$ cat src/rtl/rab_pkg.sv
package rab_pkg;

  typedef enum logic [1:0] {
    OP_BASE = 2'd0,
    OP_SET  = 2'd1,
    OP_CLR  = 2'd2,
    OP_TOG  = 2'd3
  } alias_op_e;

  function automatic logic [31:0] apply_op(alias_op_e op, logic [31:0] cur, logic [31:0] d);
    case (op)
      OP_SET:  apply_op = cur | d;
      OP_CLR:  apply_op = cur & ~d;
      OP_TOG:  apply_op = cur ^ d;
      default: apply_op = d;
    endcase
  endfunction

endpackage

$ cat src/rtl/rab_decode.sv
module rab_decode #(
  parameter int ADDR_W       = 15,
  parameter int PLAIN_WORDS  = 6,
  parameter int ALIAS_GROUPS = 5,
  localparam int WIN_W = ADDR_W - 3,
  localparam int PIW   = (PLAIN_WORDS > 1) ? $clog2(PLAIN_WORDS) : 1,
  localparam int GW    = (ALIAS_GROUPS > 1) ? $clog2(ALIAS_GROUPS) : 1
) (
  input  logic [ADDR_W-1:0]   addr,
  output logic                plain_hit,
  output logic                alias_hit,
  output logic [PIW-1:0]      plain_idx,
  output logic [GW-1:0]       grp,
  output rab_pkg::alias_op_e  op
);
  logic             aligned;
  logic             upper;
  logic [WIN_W-1:0] off;

  always_comb begin
    aligned   = (addr[1:0] == 2'b00);
    upper     = addr[ADDR_W-1];
    off       = addr[ADDR_W-2:2];
    plain_hit = aligned && !upper && (off < WIN_W'(PLAIN_WORDS));
    alias_hit = aligned &&  upper && (off < WIN_W'(4 * ALIAS_GROUPS));
    plain_idx = off[PIW-1:0];
    grp       = off[GW+1:2];
    op        = rab_pkg::alias_op_e'(off[1:0]);
  end
endmodule

$ cat src/rtl/rab_regs.sv
module rab_regs #(
  parameter int PLAIN_WORDS   = 6,
  parameter int ALIAS_GROUPS  = 5,
  parameter int ATOMIC_GROUPS = 4,
  parameter int LOCK_BIT      = 31,
  parameter logic [ALIAS_GROUPS-1:0] PLL_MASK = '0,
  parameter logic [PLAIN_WORDS-1:0][31:0]  PLAIN_RST = '0,
  parameter logic [ALIAS_GROUPS-1:0][31:0] ALIAS_RST = '0,
  localparam int PIW = (PLAIN_WORDS > 1) ? $clog2(PLAIN_WORDS) : 1,
  localparam int GW  = (ALIAS_GROUPS > 1) ? $clog2(ALIAS_GROUPS) : 1
) (
  input  logic                             clk,
  input  logic                             rst,
  input  logic                             wr_en,
  input  logic                             plain_hit,
  input  logic                             alias_hit,
  input  logic [PIW-1:0]                   plain_idx,
  input  logic [GW-1:0]                    grp,
  input  rab_pkg::alias_op_e               op,
  input  logic [31:0]                      wdata,
  output logic [PLAIN_WORDS-1:0][31:0]     plain_q,
  output logic [ALIAS_GROUPS-1:0][31:0]    alias_q
);
  localparam logic [31:0] LOCK_MASK = 32'(1) << LOCK_BIT;

  for (genvar i = 0; i < PLAIN_WORDS; i++) begin : g_plain
    always_ff @(posedge clk) begin
      if (rst)
        plain_q[i] <= PLAIN_RST[i];
      else if (wr_en && plain_hit && plain_idx == PIW'(i))
        plain_q[i] <= wdata;
    end
  end

  for (genvar g = 0; g < ALIAS_GROUPS; g++) begin : g_alias
    localparam bit ATOMIC = (g < ATOMIC_GROUPS);
    localparam logic [31:0] RST_V = ALIAS_RST[g] | (PLL_MASK[g] ? LOCK_MASK : 32'h0);
    logic sel;
    assign sel = wr_en && alias_hit && (grp == GW'(g));
    always_ff @(posedge clk) begin
      if (rst)
        alias_q[g] <= RST_V;
      else if (sel) begin
        if (op == rab_pkg::OP_BASE)
          alias_q[g] <= wdata;
        else if (ATOMIC)
          alias_q[g] <= rab_pkg::apply_op(op, alias_q[g], wdata);
      end
    end
  end
endmodule

$ cat src/rtl/rab_rdmux.sv
module rab_rdmux #(
  parameter int PLAIN_WORDS  = 6,
  parameter int ALIAS_GROUPS = 5,
  localparam int PIW = (PLAIN_WORDS > 1) ? $clog2(PLAIN_WORDS) : 1,
  localparam int GW  = (ALIAS_GROUPS > 1) ? $clog2(ALIAS_GROUPS) : 1
) (
  input  logic                          plain_hit,
  input  logic                          alias_hit,
  input  logic [PIW-1:0]                plain_idx,
  input  logic [GW-1:0]                 grp,
  input  logic [PLAIN_WORDS-1:0][31:0]  plain_q,
  input  logic [ALIAS_GROUPS-1:0][31:0] alias_q,
  output logic [31:0]                   rdata
);
  always_comb begin
    rdata = '0;
    for (int i = 0; i < PLAIN_WORDS; i++)
      if (plain_hit && plain_idx == PIW'(i)) rdata = plain_q[i];
    for (int g = 0; g < ALIAS_GROUPS; g++)
      if (alias_hit && grp == GW'(g)) rdata = alias_q[g];
  end
endmodule

$ cat src/rtl/rab_bank.sv
module rab_bank #(
  parameter int ADDR_W        = 15,
  parameter int PLAIN_WORDS   = 6,
  parameter int ALIAS_GROUPS  = 5,
  parameter int ATOMIC_GROUPS = 4,
  parameter int LOCK_BIT      = 31,
  parameter logic [ALIAS_GROUPS-1:0] PLL_MASK = 5'b00011,
  parameter logic [PLAIN_WORDS-1:0][31:0] PLAIN_RST = {
    32'hFFFF_FFFF, 32'h2486_0324, 32'h0001_8D00,
    32'h0000_0010, 32'h0000_0000, 32'h0401_167F},
  parameter logic [ALIAS_GROUPS-1:0][31:0] ALIAS_RST = {
    32'h0000_0001, 32'h0000_0000, 32'h1018_101B,
    32'h0001_2000, 32'h0001_3001},
  localparam int PIW = (PLAIN_WORDS > 1) ? $clog2(PLAIN_WORDS) : 1,
  localparam int GW  = (ALIAS_GROUPS > 1) ? $clog2(ALIAS_GROUPS) : 1
) (
  input  logic              clk,
  input  logic              rst,
  input  logic              wr_en,
  input  logic              rd_en,
  input  logic [ADDR_W-1:0] addr,
  input  logic [31:0]       wr_data,
  output logic [31:0]       rd_data,
  output logic              err
);
  logic                          plain_hit;
  logic                          alias_hit;
  logic [PIW-1:0]                plain_idx;
  logic [GW-1:0]                 grp;
  rab_pkg::alias_op_e            op;
  logic [PLAIN_WORDS-1:0][31:0]  plain_q;
  logic [ALIAS_GROUPS-1:0][31:0] alias_q;
  logic [31:0]                   rdata;

  rab_decode #(
    .ADDR_W(ADDR_W), .PLAIN_WORDS(PLAIN_WORDS), .ALIAS_GROUPS(ALIAS_GROUPS)
  ) u_dec (
    .addr(addr), .plain_hit(plain_hit), .alias_hit(alias_hit),
    .plain_idx(plain_idx), .grp(grp), .op(op)
  );

  rab_regs #(
    .PLAIN_WORDS(PLAIN_WORDS), .ALIAS_GROUPS(ALIAS_GROUPS),
    .ATOMIC_GROUPS(ATOMIC_GROUPS), .LOCK_BIT(LOCK_BIT), .PLL_MASK(PLL_MASK),
    .PLAIN_RST(PLAIN_RST), .ALIAS_RST(ALIAS_RST)
  ) u_regs (
    .clk(clk), .rst(rst), .wr_en(wr_en), .plain_hit(plain_hit),
    .alias_hit(alias_hit), .plain_idx(plain_idx), .grp(grp), .op(op),
    .wdata(wr_data), .plain_q(plain_q), .alias_q(alias_q)
  );

  rab_rdmux #(
    .PLAIN_WORDS(PLAIN_WORDS), .ALIAS_GROUPS(ALIAS_GROUPS)
  ) u_mux (
    .plain_hit(plain_hit), .alias_hit(alias_hit), .plain_idx(plain_idx),
    .grp(grp), .plain_q(plain_q), .alias_q(alias_q), .rdata(rdata)
  );

  always_ff @(posedge clk) begin
    if (rst) begin
      rd_data <= '0;
      err     <= 1'b0;
    end else begin
      if (rd_en) rd_data <= rdata;
      err <= (wr_en || rd_en) && !(plain_hit || alias_hit);
    end
  end
endmodule

$ cat config.mk
export PLATFORM = sky130hd
export DESIGN_NAME = rab_bank
export DESIGN_NICKNAME = d
export VERILOG_FILES = /design/src/rtl/rab_pkg.sv /design/src/rtl/rab_decode.sv /design/src/rtl/rab_regs.sv /design/src/rtl/rab_rdmux.sv /design/src/rtl/rab_bank.sv
export SDC_FILE = /design/constraint.sdc
export NUM_CORES = 1
export LEC_CHECK = 0
export BUFFER_PORTS_ARGS = -buffer_cell sky130_fd_sc_hd__buf_2
export CAP_MARGIN = 30
export CORE_ASPECT_RATIO = 1.5
export CORE_MARGIN = 1.5
export CORE_UTILIZATION = 30
export CTS_CLUSTER_SIZE = 24
export DETAILED_ROUTE_END_ITERATION = 16
export MAX_ROUTING_LAYER = met4
export PLACE_DENSITY = 0.56
export SLEW_MARGIN = 30
export SYNTH_ARGS = -nofsm -noshare
export SYNTH_HDL_FRONTEND = slang
export SYNTH_SLANG_ARGS = --single-unit
$ cat constraint.sdc
create_clock -name clk -period 5.9 [get_ports clk]
set_clock_uncertainty 0.15 [all_clocks]
set_input_delay 0.59 -clock clk [delete_from_list [all_inputs] [get_ports clk]]
set_output_delay 0.59 -clock clk [all_outputs]
set_load 0.005 [all_outputs]
After elaboration in Yosys (flattened, before gate mapping)

Index checks and enable logic that the tools add are counted.

Latch bits: 0
Bits in writable memories: 0
Bits of input ports: 51
Bits in read-only memories: 0
Register bits after elaboration: 385
Logic and storage cells: 97
Memories kept: 0

Divide/modulo/power cells: 0
Multipliers: 0
Add/subtract/negate cells: 0
Reductions and logical operators: 38
Equal/unequal tests: 12
Bitwise logic cells: 13
Shifts and indexed selects: 0
Order comparisons: 2
Multiplexer cells: 19

Operators with widths:

| kind                                                | number |
|---|---|
| two-way mux 32 bit                                  | 15 |
| case mux 32 bit (3 select lines)                    | 4 |
| AND 32 bit                                          | 4 |
| OR 32 bit                                           | 4 |
| XOR 32 bit                                          | 4 |
| inverter 32 bit                                     | 1 |
| logical AND 1 bit                                   | 29 |
| == test 3 x 2 -> 1 bit, second input constant       | 4 |
| < comparator 12 x 3 -> 1 bit, second input constant | 1 |
| < comparator 12 x 5 -> 1 bit, second input constant | 1 |
| == test 3 bit, second input constant                | 3 |
| == test 3 x 1 -> 1 bit, second input constant       | 2 |
| logical NOT 3 bit                                   | 2 |
| == test 2 bit, second input constant                | 2 |
| logical NOT 2 bit                                   | 2 |
| == test 2 x 1 -> 1 bit, second input constant       | 1 |
| logical NOT 1 bit                                   | 2 |
| logical OR 1 bit                                    | 2 |
| AND reduction 2 bit                                 | 1 |

Depth between registers and ports, before layout

Depth in word-level cells: 15
Depth in mapped cells: 10

Cells and area by module

A second synthesis with hierarchy kept.

Cells, all modules: 2774
Area, all modules: 24546.0 µm²

By module, submodules not included:

| module     | area an instance (µm²) | cells each | seq. area each (µm²) | times used |
|---|---|---|---|---|
| rab_regs   | 19756.4                | 2142       | 7046.8               | 1 |
| rab_rdmux  | 3467.1                 | 508        | 0.0                  | 1 |
| rab_bank   | 1206.2                 | 107        | 660.6                | 1 |
| rab_decode | 116.4                  | 17         | 0.0                  | 1 |

Worst setup path before layout

OpenSTA, ideal clock, no wires.

Path kind: input-to-reg
From: input addr[11]
To: register u_regs.plain_q[167] (netlist bit)
Buffers on the path: 3
Setup time: 0.129 ns
Stages on the path: 9
Data arrival time: 2.678 ns
Setup slack: 2.943 ns
Cells stage by stage: or4_1 > buf_2 > nor3_1 > and3_1 > and2_1 > buf_2 > buf_4 > mux2i_1 > nand2_1

Cells in the longest elaborated chain, start to end: 4

Ends and longest elaborated chain:

| what                           | RTL line         | text |
|---|---|---|
| start, declared                | rab_bank.sv:21   | `input logic [ADDR_W-1:0] addr,` |
| < comparator 12 x 3 -> 1 bit   | rab_decode.sv:24 | `plain_hit = aligned && !upper && (off < WIN_W'(PLAIN_WORDS));` |
| logical AND 1 bit              | rab_decode.sv:24 |  |
| logical AND 1 bit (2 in a row) | rab_regs.sv:30   | `else if (wr_en && plain_hit && plain_idx == PIW'(i))` |
| end signal, assigned by index  | rab_regs.sv:29   | `plain_q[i] <= PLAIN_RST[i];` |
| end signal, assigned by index  | rab_regs.sv:31   | `plain_q[i] <= wdata;` |
| end, declared                  | rab_regs.sv:21   | `output logic [PLAIN_WORDS-1:0][31:0] plain_q,` |

Every way passes these cells.
A chain may end at the register's enable or synchronous reset.

Worst setup path after layout

From: input addr[8]
To: register u_regs.alias_q[80] (netlist bit)

Cells in the longest elaborated chain, start to end: 4

Ends and longest elaborated chain:

| what                           | RTL line         | text |
|---|---|---|
| < comparator 12 x 5 -> 1 bit   | rab_decode.sv:25 | `alias_hit = aligned && upper && (off < WIN_W'(4 * ALIAS_GROUPS));` |
| logical AND 1 bit              | rab_decode.sv:25 |  |
| logical AND 1 bit (2 in a row) | rab_regs.sv:39   | `assign sel = wr_en && alias_hit && (grp == GW'(g));` |
| end signal, assigned by index  | rab_regs.sv:45   | `alias_q[g] <= wdata;` |
| end signal, assigned by index  | rab_regs.sv:47   | `alias_q[g] <= rab_pkg::apply_op(op, alias_q[g], wdata);` |
| end, declared                  | rab_regs.sv:22   | `output logic [ALIAS_GROUPS-1:0][31:0] alias_q` |

Every way passes these cells.

==> flow_metrics.tcl <==
set metrics [dict create \
    path_delay_family "simple AND/OR/NAND/NOR gates" \
    tns_ns 0 \
    finalHoldViolCount 0 \
    post-route-worst-setup-slack_ns 1.99 \
    worst_relative_slew_slack_pct 26.5 \
    synth_sequential_area_ratio_pct 32.9 \
    cts.repair_timing.setup_buffer_count 0 \
    tightestPinTransition_ns 1.10 \
    rows 125 \
    arrival_ns 4.22 \
    dr_vias_cell 5.36 \
    ys.flop_type "dfxtp_1" \
    wl_mm 81.0 \
    hold_wc_path_type "in -> reg" \
    timing.reg2reg.setup_slack_ns 3.82 \
    whs_path_depth 3 \
    post_synth.cell_area_avg_um2 8.14 \
    grt_pass1_vias 19363 \
    remaining_antenna_violation_count 0 \
    numCtsBuffers 39 \
    cts_htree_levels 2 \
    fp.dieArea_mm2 0.0798 \
    outcome "complete, no violations" \
    slew_viol_final 0 \
    finalSetupViolations 0 \
    placedCellCount 3764 \
    p_per_area_mw_per_mm2 224 \
    grt_pass1_wl_mm 122 \
    initial_utilization_pct 30.3 \
    drt_iter0_drc 1491 \
    cellLeakagePower_nw 9.59 \
    detail_route.wl_per_cell_um 21.0 \
    drc 0 \
    period_minus_ws_final_ns 3.91 \
    crit_path_max_incr_delay_ns 0.80 \
    path_buf_inv 3 \
    maxCapViolations 0 \
    cts.sinks 385 \
    crit_path_cell_trace "buf_2 > or4_1 > or3_1 > buf_4 > nor3_2 > and2_2 > buf_12 > nor2_1 > a211oi_1" \
    clock_tree.root_cell "clkbuf_16" \
    holdBufCountCts 0 \
    global_route.usage.total_pct 20.4 \
    die_width_um 231 \
    floorplan.die.height_um 345 \
    ctsLongestPathBuffers 3 \
    whs_ns 0.202 \
    grt_setup_unrepaired "false" \
    antenna_violations_before_repair 16 \
    max_freq_mhz 256 \
    synth-seq-cells 385 \
    detailed_place_hpwl_mm 52.7 \
    design.core.area_mm2 0.0774 \
    place_congestion 0.863 \
    top_level_ports 84 \
    worstReg2RegStart "u_regs.plain_q[33]" \
    r2r-end "rd_data[1]" \
    cts_tree "done" \
    dpl_worst_slack_ns 1.46 \
    critPathLaunchType "input pin" \
    io_buffers 83 \
    clk_transition_reported_paths_ns 0.07 \
    synth_area_leaders "dfxtp_1, ha_1, a21oi_1" \
    synthesis.instances 2879 \
    final.period_utilization_pct 66.3 \
    critPathMaxFanout 25 \
    vdd.ir_drop.worst_v 0.000172 \
    ctsResizeCount 0 \
    clk_latency_ns 0.57 \
    final_net_count 3096 \
    worst-r2r-cell-count 6 \
    synth_enable_flop_cells 0 \
    min-delay-start "wr_data[10]" \
    post-synth-top-area-fraction_pct 32.9 \
    synth.lib_cells_used.distinct 52 \
    async_flop_share_pct 0 \
    ys_warnings 0 \
    worst_hold_path.endpoint "u_regs.plain_q[138]" \
    overflow 0 \
    final_cells 3852 \
    via_count 20632 \
    synth_cell_area_mm2 0.0234 \
    worstPathRequired_ns 6.21 \
    final_util_pct 33.5 \
    area_leader_netlist "dfxtp_1" \
    layout-area-overhead-vs-synth_pct 10.8 \
    syn_nets 3186 \
    timing_worst_setup_path_type "in -> reg" \
    critPathSlowestCell "or4_1" \
    post_route_cells_drive_above_1_share_pct 12.8 \
    worst_setup_path_end_kind "flip-flop" \
    grt_start_max_net_pins 112 \
    detailed_routing_iteration_count_for_the_pre_antenna_repair_pass 6 \
]
worst max-delay path by stage:
stage	from	to	slack (ns)	cells past startpoint
2_1_floorplan	addr[11]	u_regs.plain_q[167]	2.94	9
3_3_place_gp	addr[8]	u_regs.plain_q[191]	1.49	7
3_5_place_dp	addr[8]	u_regs.alias_q[93]	1.46	9
4_1_cts	addr[8]	u_regs.alias_q[80]	2.04	9
5_1_grt	addr[8]	u_regs.alias_q[80]	1.88	9
6_report	addr[8]	u_regs.alias_q[80]	1.99	9
cell usage after synthesis, types with 5 or more instances:
| master | n |
|---|---|
| o2bb2ai_1 | 20 |
| nor4_1 | 5 |
| mux2_2 | 129 |
| nand2_1 | 431 |
| a221oi_1 | 15 |
| ha_1 | 256 |
| nor2b_1 | 9 |
| o21bai_1 | 8 |
| buf_4 | 9 |
| a211oi_1 | 209 |
| and3_1 | 20 |
| clkbuf_1 | 198 |
| a2111oi_0 | 5 |
| nor2_1 | 257 |
| nand3_1 | 6 |
| o21a_1 | 6 |
| a22o_1 | 22 |
| and2_1 | 7 |
| dfxtp_1 | 385 |
| o211ai_1 | 25 |
| o21ai_0 | 36 |
| or3_1 | 6 |
| a211o_1 | 32 |
| buf_1 | 19 |
| o31ai_1 | 22 |
| or4_1 | 6 |
| a22oi_1 | 11 |
| o22ai_1 | 22 |
| mux2i_1 | 51 |
| buf_2 | 25 |
| nand2b_1 | 6 |
| a21oi_1 | 388 |
| nor3_1 | 20 |
| mux4_2 | 17 |
| inv_1 | 165 |
stage by stage:
| stage | power (W) | area, um^2 |
|---|---|---|
| floorplan | 0.00303 | 23400 |
| CTS | 0.00585 | 25900 |
| global route | 0.00600 | 26000 |
| finish | 0.00580 | 26000 |
| global placement | 0.00319 | 24500 |
| detailed placement | 0.00320 | 24600 |
worst register-to-register path, cell delays in order (launching register included):
cell,delay [ns]
dfxtp_1,0.31
mux2_2,0.26
a221oi_1,0.25
o2bb2ai_1,0.11
a222oi_1,0.40
o221ai_1,0.24
a22o_1,0.25
per-layer routing:
layer | GRT usage, % | share of wire (%) | vias up
met3 | 3.86 | 6.2 | 196
met4 | 11.1 | 5.7 | 0
met2 | 33.4 | 48 | 659
met1 | 23.5 | 40 | 9854
met5 | - | 0 | -
li1 | - | - | 9923
cell families after synthesis:
logic type	Yosys count	synth area share [%]
AO/OA/AOI/OAI	837	22.8
AND/OR/NAND/NOR	784	13.6
buffers and inverters	420	7.10
flip-flops	385	32.9
adder cells (fa/ha/maj)	256	13.7
multiplexers	197	10.0
final cells by class:
cell class | count | area, um^2
Timing Repair Buffer | 123 | 801
Clock inverter | 17 | 203
Tap cell | 1016 | 1270
Multi-Input combinational cell | 2074 | 14200
Sequential cell | 385 | 7710
Inverter | 166 | 623
Fill cell | 8124 | 51500
Clock buffer | 54 | 1120
Antenna cell | 17 | 42.5
where the power goes:
group          leakage (nW)  switching (W)  internal [W]  total, W
clock                 0.658        0.00115       0.00151   0.00266
combinational          5.83       0.000367      0.000175  0.000542
sequential             3.10     0.00000205       0.00260   0.00260
placed cells by master, fill, tap and decap left out, types with 39 or more instances in the layout:
cell type	count
mux2_2	129
a211oi_1	209
ha_1	256
mux2i_1	51
a21oi_1	388
buf_2	79
dfxtp_1	385
clkbuf_16	39
inv_1	165
nand2_1	430
nor2_1	251
state kept, by name (all words and copies together) (netlist names):
| signal | count |
|---|---|
| rd_data | 32 |
| u_regs.alias_q | 160 |
| err | 1 |
| u_regs.plain_q | 192 |
(Power assumes the default switching activity.)
